`src/rtl/lk_pkg.sv`:
```
package lk_pkg;
    parameter int unsigned LK_NPROC = 2;
    parameter int unsigned LK_NTHR  = 4;
    parameter int unsigned LK_NLOCK = 16;

    localparam int unsigned LK_NT = LK_NPROC * LK_NTHR;
    localparam int unsigned LK_GW = $clog2(LK_NT);
    localparam int unsigned LK_TW = $clog2(LK_NTHR);
    localparam int unsigned LK_LW = $clog2(LK_NLOCK);
    localparam int unsigned LK_PW = (LK_NPROC > 1) ? $clog2(LK_NPROC) : 1;

    typedef enum logic {
        OP_ACQ = 1'b0,
        OP_REL = 1'b1
    } lk_op_e;

    typedef struct packed {
        logic             held;
        logic [LK_GW-1:0] owner;
        logic [LK_NT-1:0] waiters;
    } lk_entry_t;

    typedef struct packed {
        logic             valid;
        lk_op_e           op;
        logic [LK_GW-1:0] gid;
        logic [LK_LW-1:0] lock;
    } lk_req_t;

    typedef struct packed {
        logic valid;
        logic grant;
        logic error;
    } lk_rsp_t;

    typedef struct packed {
        lk_entry_t        entry;
        logic             grant;
        logic             error;
        logic [LK_NT-1:0] wake;
    } lk_step_t;

    // Effect of one request on one lock entry.
    function automatic lk_step_t lk_apply(lk_entry_t e, lk_op_e op, logic [LK_GW-1:0] g);
        lk_step_t r;
        logic     found;
        int       idx;
        r.entry = e;
        r.grant = 1'b0;
        r.error = 1'b0;
        r.wake  = '0;
        found   = 1'b0;
        if (op == OP_ACQ) begin
            if (!e.held) begin
                r.entry.held  = 1'b1;
                r.entry.owner = g;
                r.grant       = 1'b1;
            end else if (e.owner == g) begin
                r.grant = 1'b1;
            end else begin
                r.entry.waiters[g] = 1'b1;
            end
        end else if (!e.held || (e.owner != g)) begin
            r.error = 1'b1;
        end else begin
            for (int k = 1; k <= LK_NT; k++) begin
                idx = (int'(e.owner) + k) % LK_NT;
                if (!found && e.waiters[LK_GW'(idx)]) begin
                    found                          = 1'b1;
                    r.entry.owner                  = LK_GW'(idx);
                    r.entry.waiters[LK_GW'(idx)]   = 1'b0;
                    r.wake[LK_GW'(idx)]            = 1'b1;
                end
            end
            if (!found) begin
                r.entry.held  = 1'b0;
                r.entry.owner = '0;
            end
        end
        return r;
    endfunction
endpackage

```
`src/rtl/lk_order.sv`:
```
module lk_order
    import lk_pkg::*;
(
    input  logic                clk,
    input  logic                rst,
    input  logic [LK_NPROC-1:0] valid,
    output logic [LK_PW-1:0]    first
);
    logic contend;
    assign contend = ($countones(valid) >= 2);

    always_ff @(posedge clk) begin
        if (rst) begin
            first <= '0;
        end else if (contend) begin
            first <= (int'(first) == LK_NPROC - 1) ? '0 : first + 1'b1;
        end
    end

    // the lead position only moves after a contended cycle
    p_first_hold_r10: assert property (@(posedge clk) disable iff (rst)
        !contend |=> $stable(first));
    p_first_range_r10: assert property (@(posedge clk) disable iff (rst)
        int'(first) < LK_NPROC);
endmodule

```
`src/rtl/lk_table.sv`:
```
module lk_table
    import lk_pkg::*;
(
    input  logic             clk,
    input  logic             rst,
    input  lk_req_t          req   [LK_NPROC],
    input  logic [LK_PW-1:0] first,
    output lk_rsp_t          rsp_n [LK_NPROC],
    output logic [LK_NT-1:0] wake_n
);
    lk_entry_t tbl   [LK_NLOCK];
    lk_entry_t tbl_n [LK_NLOCK];
    lk_step_t  st;

    always_comb begin
        tbl_n  = tbl;
        wake_n = '0;
        st     = '0;
        for (int q = 0; q < LK_NPROC; q++) rsp_n[q] = '0;
        for (int s = 0; s < LK_NPROC; s++) begin : slot
            logic [LK_PW-1:0] pi;
            pi = LK_PW'((int'(first) + s) % LK_NPROC);
            if (req[pi].valid) begin
                st                    = lk_apply(tbl_n[req[pi].lock], req[pi].op, req[pi].gid);
                tbl_n[req[pi].lock]   = st.entry;
                rsp_n[pi].valid       = 1'b1;
                rsp_n[pi].grant       = st.grant;
                rsp_n[pi].error       = st.error;
                wake_n                = wake_n | st.wake;
            end
        end
    end

    always_ff @(posedge clk) begin
        if (rst) begin
            for (int i = 0; i < LK_NLOCK; i++) tbl[i] <= '0;
        end else begin
            tbl <= tbl_n;
        end
    end

    generate
        for (genvar i = 0; i < LK_NLOCK; i++) begin : g_inv
            // a free lock never keeps parked threads
            p_free_no_waiters_r6: assert property (@(posedge clk) disable iff (rst)
                !tbl[i].held |-> (tbl[i].waiters == '0));
            // the owner is never also parked on its own lock
            p_owner_not_parked_r4: assert property (@(posedge clk) disable iff (rst)
                tbl[i].held |-> !tbl[i].waiters[tbl[i].owner]);
        end
    endgenerate
endmodule

```
`src/rtl/lk_sync_unit.sv`:
```
module lk_sync_unit
    import lk_pkg::*;
(
    input  logic                      clk,
    input  logic                      rst,
    input  logic [LK_NPROC-1:0]       req_valid,
    input  logic [LK_NPROC-1:0]       req_release,
    input  logic [LK_NPROC*LK_TW-1:0] req_thread,
    input  logic [LK_NPROC*LK_LW-1:0] req_lock,
    output logic [LK_NPROC-1:0]       rsp_valid,
    output logic [LK_NPROC-1:0]       rsp_grant,
    output logic [LK_NPROC-1:0]       rsp_error,
    output logic [LK_NT-1:0]          wake
);
    lk_req_t          req   [LK_NPROC];
    lk_rsp_t          rsp_n [LK_NPROC];
    logic [LK_NT-1:0] wake_n;
    logic [LK_PW-1:0] first;

    generate
        for (genvar p = 0; p < LK_NPROC; p++) begin : g_port
            assign req[p].valid = req_valid[p];
            assign req[p].op    = req_release[p] ? OP_REL : OP_ACQ;
            assign req[p].gid   = LK_GW'(p * LK_NTHR) + LK_GW'(req_thread[p*LK_TW +: LK_TW]);
            assign req[p].lock  = req_lock[p*LK_LW +: LK_LW];

            always_ff @(posedge clk) begin
                if (rst) begin
                    rsp_valid[p] <= 1'b0;
                    rsp_grant[p] <= 1'b0;
                    rsp_error[p] <= 1'b0;
                end else begin
                    rsp_valid[p] <= rsp_n[p].valid;
                    rsp_grant[p] <= rsp_n[p].grant;
                    rsp_error[p] <= rsp_n[p].error;
                end
            end

            p_rsp_follows_r2: assert property (@(posedge clk) disable iff (rst)
                req_valid[p] |=> rsp_valid[p]);
            p_rsp_silent_r2: assert property (@(posedge clk) disable iff (rst)
                !req_valid[p] |=> !rsp_valid[p] && !rsp_grant[p] && !rsp_error[p]);
            p_grant_is_acquire_r3: assert property (@(posedge clk) disable iff (rst)
                rsp_grant[p] |-> $past(req_valid[p] && !req_release[p]));
            p_error_is_release_r9: assert property (@(posedge clk) disable iff (rst)
                rsp_error[p] |-> !rsp_grant[p] && $past(req_valid[p] && req_release[p]));
        end
    endgenerate

    lk_order u_order (
        .clk   (clk),
        .rst   (rst),
        .valid (req_valid),
        .first (first)
    );

    lk_table u_table (
        .clk    (clk),
        .rst    (rst),
        .req    (req),
        .first  (first),
        .rsp_n  (rsp_n),
        .wake_n (wake_n)
    );

    always_ff @(posedge clk) begin
        if (rst) wake <= '0;
        else     wake <= wake_n;
    end

    // a resume pulse only follows a release, at most one per releasing processor
    p_wake_cause_r7: assert property (@(posedge clk) disable iff (rst)
        (wake != '0) |-> $past((req_valid & req_release) != '0));
    p_wake_count_r7: assert property (@(posedge clk) disable iff (rst)
        $countones(wake) <= $countones(rsp_valid));
endmodule

```
`config.mk`:
```
export PLATFORM = sky130hd
export DESIGN_NAME = lk_sync_unit
export DESIGN_NICKNAME = d
export VERILOG_FILES = /design/src/rtl/lk_pkg.sv /design/src/rtl/lk_order.sv /design/src/rtl/lk_table.sv /design/src/rtl/lk_sync_unit.sv
export SDC_FILE = /design/constraint.sdc
export NUM_CORES = 1
export LEC_CHECK = 0
export ABC_AREA = 1
export BUFFER_PORTS_ARGS = -buffer_cell sky130_fd_sc_hd__buf_2
export CORE_MARGIN = 2
export CORE_UTILIZATION = 26
export DETAILED_ROUTE_END_ITERATION = 10
export PLACE_DENSITY = 0.49
export SLEW_MARGIN = 20
export SYNTH_ARGS = -nofsm -noshare
export SYNTH_HDL_FRONTEND = slang
export SYNTH_SLANG_ARGS = --single-unit
```
`constraint.sdc`:
```
create_clock -name clk -period 24.2 [get_ports clk]
set_clock_uncertainty 0.05 [all_clocks]
set_input_delay 4.84 -clock clk [delete_from_list [all_inputs] [get_ports clk]]
set_output_delay 4.84 -clock clk [all_outputs]
set_load 0.01 [all_outputs]
```
Yosys cells after proc, flatten, opt, wreduce, memory -nomap -nowiden
Cells that the tools add are included.
{"block": "classes", "mux": 338, "eq_ne": 4, "magnitude_cmp": 45, "bitwise_logic": 53, "n_addsub": 20, "reduce_logical": 54}
{"operator": "11-bit 2-to-1 mux", "n": 58}
{"operator": "8-bit 2-to-1 mux", "n": 66}
{"operator": "192-bit bitwise mux", "n": 2}
{"operator": "192-bit 2-to-1 mux", "n": 2}
{"operator": "12-bit 2-to-1 mux", "n": 12}
{"operator": "8-bit bitwise OR", "n": 17}
{"operator": "1-bit 2-to-1 mux", "n": 129}
{"operator": "8-bit bitwise AND", "n": 16}
{"operator": "8-bit NOT", "n": 16}
{"operator": "12-bit binary-select mux with 4-bit select", "n": 2}
{"operator": "12-bit demux with 4-bit select", "n": 2}
{"operator": "9-bit 2-to-1 mux", "n": 10}
{"operator": "3-bit by 5-bit < comparator with 1-bit output (second input constant)", "n": 16}
{"operator": "1-bit demux with 3-bit select", "n": 18}
{"operator": "3-bit by 1-bit >= comparator with 1-bit output (second input constant)", "n": 18}
{"operator": "1-bit binary-select mux with 3-bit select", "n": 16}
{"operator": "1-bit logical AND", "n": 36}
{"operator": "32-bit by 3-bit >= comparator with 1-bit output (second input constant)", "n": 1}
{"operator": "6-bit bitwise mux", "n": 5}
{"operator": "3-bit adder (second input constant)", "n": 8}
{"operator": "3-bit demux with 1-bit select", "n": 6}
{"operator": "1-bit zero test", "n": 16}
{"operator": "3-bit by 1-bit adder with 3-bit output (second input constant)", "n": 4}
{"operator": "3-bit by 2-bit adder with 3-bit output (second input constant)", "n": 4}
{"operator": "17 further kinds", "n": 34}
{"block": "totals", "word_cells": 570, "regBits": 207}

Logic depth before layout (Yosys ltp)
{"block": "logic_depth", "word_depth": 123, "mapped_depth": 66, "ltp_nobuf": 59}

Cells and area by module
A second synthesis with hierarchy kept.
{"block": "unflattened", "hier_cells": 3373, "area_unflattened_um2": 19293.5}
{"mod": "lk_table", "cells_each": 3322, "seq_area_each_um2": 3843.7, "area_per_inst_um2": 18848.1, "instances": 1}
{"mod": "lk_sync_unit", "cells_each": 45, "seq_area_each_um2": 280.3, "area_per_inst_um2": 404.1, "instances": 1}
{"mod": "lk_order", "cells_each": 6, "seq_area_each_um2": 20.0, "area_per_inst_um2": 41.3, "instances": 1}

Least setup slack after synthesis
Ideal clock, no wire load.
{"block": "synth_timing", "path_kind": "input to register", "from": "in req_lock[4]", "to": "reg u_table.tbl[135] in the netlist's numbering", "setup_ns": 0.135, "stages": 58, "arrival_time_ns": 10.766, "n_path_buf": 9, "slack_ns": 13.249, "path_cell_list": "nand2_1 -> nand2_2 -> buf_6 -> nand2_1 -> nand2_1 -> nand2_1 -> nand2_1 -> nand2_1 -> nand2_2 -> inv_1 -> nand2_2 -> buf_4 -> buf_2 -> ha_1 -> inv_1 -> clkbuf_1 -> nand3_1 -> nand3_1 -> [... 22 more ...] -> nand3_1 -> nand2_2 -> nand2_1 -> nand2_2 -> nand2_4 -> nor2_8 -> nand2_2 -> nor2_4 -> nand2_2 -> nor2_4 -> nand2_2 -> inv_2 -> nand2_1 -> nand3b_1 -> nand2_1 -> nand2_2 -> buf_4 -> a21oi_1"}
{"block": "synth_between", "elab_chain_len": 118, "word_cells_on_any_way": 372}
{"item": "start: declaration", "line_no": "lk_sync_unit.sv:9", "rtl": "input logic [LK_NPROC*LK_LW-1:0] req_lock,"}
{"item": "branches (longest 117 deep; another with 3-bit by 1-bit adder with 3-bit output)"}
{"item": "192-bit 2-to-1 mux (*)", "line_no": "lk_table.sv:23", "rtl": "if (req[pi].valid) begin"}
{"item": "end signal: assignment", "line_no": "lk_table.sv:38", "rtl": "tbl <= tbl_n;"}
{"item": "end: declaration", "line_no": "lk_table.sv:11", "rtl": "lk_entry_t tbl [LK_NLOCK];"}
Mark *: on every way between the ends. The select of a mux whose other input is x is not followed.
A chain may end at the register's enable or synchronous reset.

Final worst setup path
{"block": "layout_timing", "from": "in req_lock[4]", "to": "reg u_table.tbl[191] in the netlist's numbering"}
{"block": "layout_between", "elab_chain_len": 122, "word_cells_on_any_way": 288}
{"item": "9-bit 2-to-1 mux"}
{"item": "9-bit 2-to-1 mux (implied by the code) (2 in series)", "line_no": "lk_table.sv:24, lk_table.sv:25"}
{"item": "4-bit NOT with 5-bit output (implied by the code)", "line_no": "lk_table.sv:24, lk_table.sv:25"}
{"item": "12-bit binary-select mux with 4-bit select", "line_no": "lk_table.sv:24", "rtl": "st = lk_apply(tbl_n[req[pi].lock], req[pi].op, req[pi].gid);"}
{"item": "12-bit 2-to-1 mux (implied by the code) (2 in series)", "line_no": "lk_table.sv:24"}
{"item": "3-bit by 1-bit adder with 3-bit output", "line_no": "lk_pkg.sv:67", "rtl": "idx = (int'(e.owner) + k) % LK_NT;"}
{"item": "1-bit binary-select mux with 3-bit select", "line_no": "lk_pkg.sv:68", "rtl": "if (!found && e.waiters[LK_GW'(idx)]) begin"}
{"item": "1-bit 2-to-1 mux (implied by the code) (2 in series)", "line_no": "lk_pkg.sv:68"}
{"item": "[... 103 more ...]"}
{"item": "1-bit 2-to-1 mux", "line_no": "lk_pkg.sv:53", "rtl": "if (op == OP_ACQ) begin"}
{"item": "1-bit 2-to-1 mux", "line_no": "lk_table.sv:23"}
{"item": "4-bit 2-to-1 mux", "line_no": "lk_pkg.sv:75", "rtl": "if (!found) begin"}
{"item": "12-bit 2-to-1 mux", "line_no": "lk_pkg.sv:63", "rtl": "end else if (!e.held || (e.owner != g)) begin"}
{"item": "12-bit 2-to-1 mux", "line_no": "lk_pkg.sv:53"}
{"item": "12-bit 2-to-1 mux", "line_no": "lk_table.sv:23"}
{"item": "192-bit bitwise mux", "line_no": "lk_table.sv:25", "rtl": "tbl_n[req[pi].lock] = st.entry;"}
{"item": "192-bit 2-to-1 mux (*)", "line_no": "lk_table.sv:23"}
Every way passes the cells marked *; elsewhere a longest branch is shown, timed or not. The select of a mux whose other input is x is not followed.

==> results.cfg <==
[global_route]
grt_pass1_wl_um = 122000
grt-ovfl-total = 0
grt_pass1_vias = 19331
grt_max_degree = 89
grt.total_usage_pct = 22.6
antenna_found_initial = 0

[critical_path]
cp_common_cell = nand2_1
cp_slowest_cell = buf_4
crit_start = req_lock[4]
startpoint_type = input port
r2r_end = u_table.tbl[191]
reg2reg_slack_ps = 13690
crit_required_ps = 24620
timing.rr.start = u_order.first
arrival_ps = 14500
crit_path_max_incr_delay_ps = 670
crit_fanout = 51
reg2reg_depth = 50
cp-end-kind = register
criticalPathCategory = in -> reg

[placement]
hpwl_um = 57300
gp_congestion = 0.948
port_buffers = 31

[clock_tree]
cts_buffers = 28
cts_repair_resize_count = 0
cts-root-buf = clkbuf_16
post_cts_buffers = 0
path_clk_slew_ps = 60
cts.sinks = 207
clk_latency_ps = 610
clk_path_buf_depth = 3
cts_tree = built
postCtsHoldBufs = 0
htreeDepth = 1

[worst_hold_path]
min_to = u_table.tbl[83]
hold_depth = 4
min_path_type = reg -> reg
worstHoldStart = u_table.tbl[83]

[floorplan]
rows = 96
initial_utilization_pct = 26.2
die_h_um = 267
die-area_um2 = 71100
core_area_um2 = 68500
die_width_um = 267
io_pins = 32

[synth]
synth-xor-area-share_pct = 0.244
synth.avg_cell_area_um2 = 5.35
synth-edff-count = 0
synth_warnings = 0
synth.distinct_cells = 49
syn-num-nets = 3383
yosys.area_share.simple_pct = 44.5
yosys.area_share.adder_pct = 0.837
synth_compound_area_share_pct = 17.0
synth.cell_area_um2 = 17900
synth-seq-area-share_pct = 23.1
synthCells = 3353
async_flop_share_pct = 0
ys_ff_latch = 207
synth_top_family_by_area = simple AND/OR/NAND/NOR gates
muxShareOfSynthArea_pct = 0
ys.flop_type = dfxtp_1

[timing]
fmax_mhz = 71.0
maxSlewHeadroom_pct = 25.6
setup_viol = 0
tns_ps = 0
fin_hold_ws_ps = 562
slew_violations = 0
max_slew.worst_pin.slew_ps = 1120
rsz0062_at_grt = false
final.min_clock_period_ps = 14080
fin_crit_sh_pct = 58.2
finalHoldViolations = 0

[detailed_routing]
drtAntennaViolNets = 0
drc = 0
drtIter0Drc = 2222
wl_um = 82100
via_per_inst = 5.05
dr.pass1.iters = 8
vias = 21277
wl_per_cell_um = 19.5

[power_and_ir_drop]
p_leak_uw = 0.0104
ir_drop_mv = 0.0596
power_density_nw_per_um2 = 76.5

[layout]
drive_above_1_share_pct = 7.60
n_antenna_cell = 0
fin_nets = 3340
areaGrowthSynthToFinish_pct = 10.4

[run_status]
status = finished, final reports clean

[run]
max-cap-violations = 0
## flip-flops by register name, summed over array words and instances (netlist names)
name,cells
rsp_error,2
rsp_grant,2
rsp_valid,2
u_order.first,1
u_table.tbl,192
wake,8
## cell usage after synthesis (23+ instances only)
library cell	n	area share, %
clkbuf_1	80	1.7
nand2_2	41	1.4
nand4_1	23	0.80
buf_4	26	1.1
nand2_1	1415	30
inv_1	420	8.8
buf_2	40	1.1
nand3_1	215	6.0
dfxtp_1	207	23
a21oi_1	230	6.4
o21ai_0	207	5.8
o21ai_1	65	1.8
nor2_1	176	3.7
## how the worst max path moves through the flow
stage,endpoint,cells past startpoint
2_1_floorplan,u_table.tbl[135],58
3_3_place_gp,u_table.tbl[191],50
4_1_cts,u_table.tbl[191],51
3_5_place_dp,u_table.tbl[191],51
6_report,u_table.tbl[191],50
5_1_grt,u_table.tbl[191],51
## routing by layer
metal | share of wire (%) | vias up | track usage (%) | routed length (µm)
met2 | 44 | 1008 | 36.0 | 36000
met5 | 0 | - | 0 | 0
met4 | 4.6 | 0 | 10.2 | 3790
met1 | 44 | 9690 | 30.5 | 35800
li1 | - | 10406 | - | -
met3 | 7.9 | 173 | 2.57 | 6500
## stage by stage
stage               instances  cell area (µm²)  utilization [%]  power (µW)  setup WS [ps]
floorplan                3353            17900                -         864          13250
global placement         4162            18900             27.6        1080           9540
detailed placement       4162            18900             27.6        1070           9610
CTS                      4212            19800             28.9        1500          10190
global route             4212            19800             28.9        1600           9330
finish                   4212            19800             28.9        1510          10120
## power by group
group | total, µW | leakage (µW) | switching [µW] | internal [µW]
clock | 437 | 0.000466 | 178 | 258
sequential | 370 | 0.00168 | 8.17 | 362
combinational | 708 | 0.00824 | 535 | 174
## cell type report
type	count	area (µm²)
clock inverter	7	110
inverter	459	1730
timing repair buffer	93	623
tap	882	1100
sequential	207	4140
fill	7926	48700
clock buffer	43	837
multi-input combinational	2521	11300
## worst max-delay path: cells and delay by family
family	cells	cell delay [ps]
AOI/OAI and AO/OA	2	530
and+or+nand+nor	38	5910
adders and majority gates	2	1030
buffers and inverters	8	2070
## layout by cell type (no fill, tap or decap), types with 8 or more instances in the layout
cell,Yosys,final
nor2_2,11,11
clkbuf_8,0,8
clkinv_1,18,18
ha_1,12,12
buf_2,40,30
o211ai_1,20,20
o22ai_1,13,13
inv_2,20,20
o21ai_2,7,9
o21ai_1,65,63
nand4_1,23,23
buf_4,26,63
a21oi_1,230,230
clkbuf_16,0,28
inv_1,420,419
dfxtp_1,207,207
nor2_1,176,172
a31oi_1,9,9
nand2_1,1415,1415
nand2_2,41,40
o21ai_0,207,207
nor2_4,9,13
nand3_1,215,215
## cells by family after synthesis
kind of cell             Yosys count
adder cells (fa/ha/maj)           12
AND/OR/NAND/NOR                 1930
flip-flops                       207
buffers and inverters            625
AO/OA/AOI/OAI                    574
XOR/XNOR                           5
(Power assumes the default switching activity.)
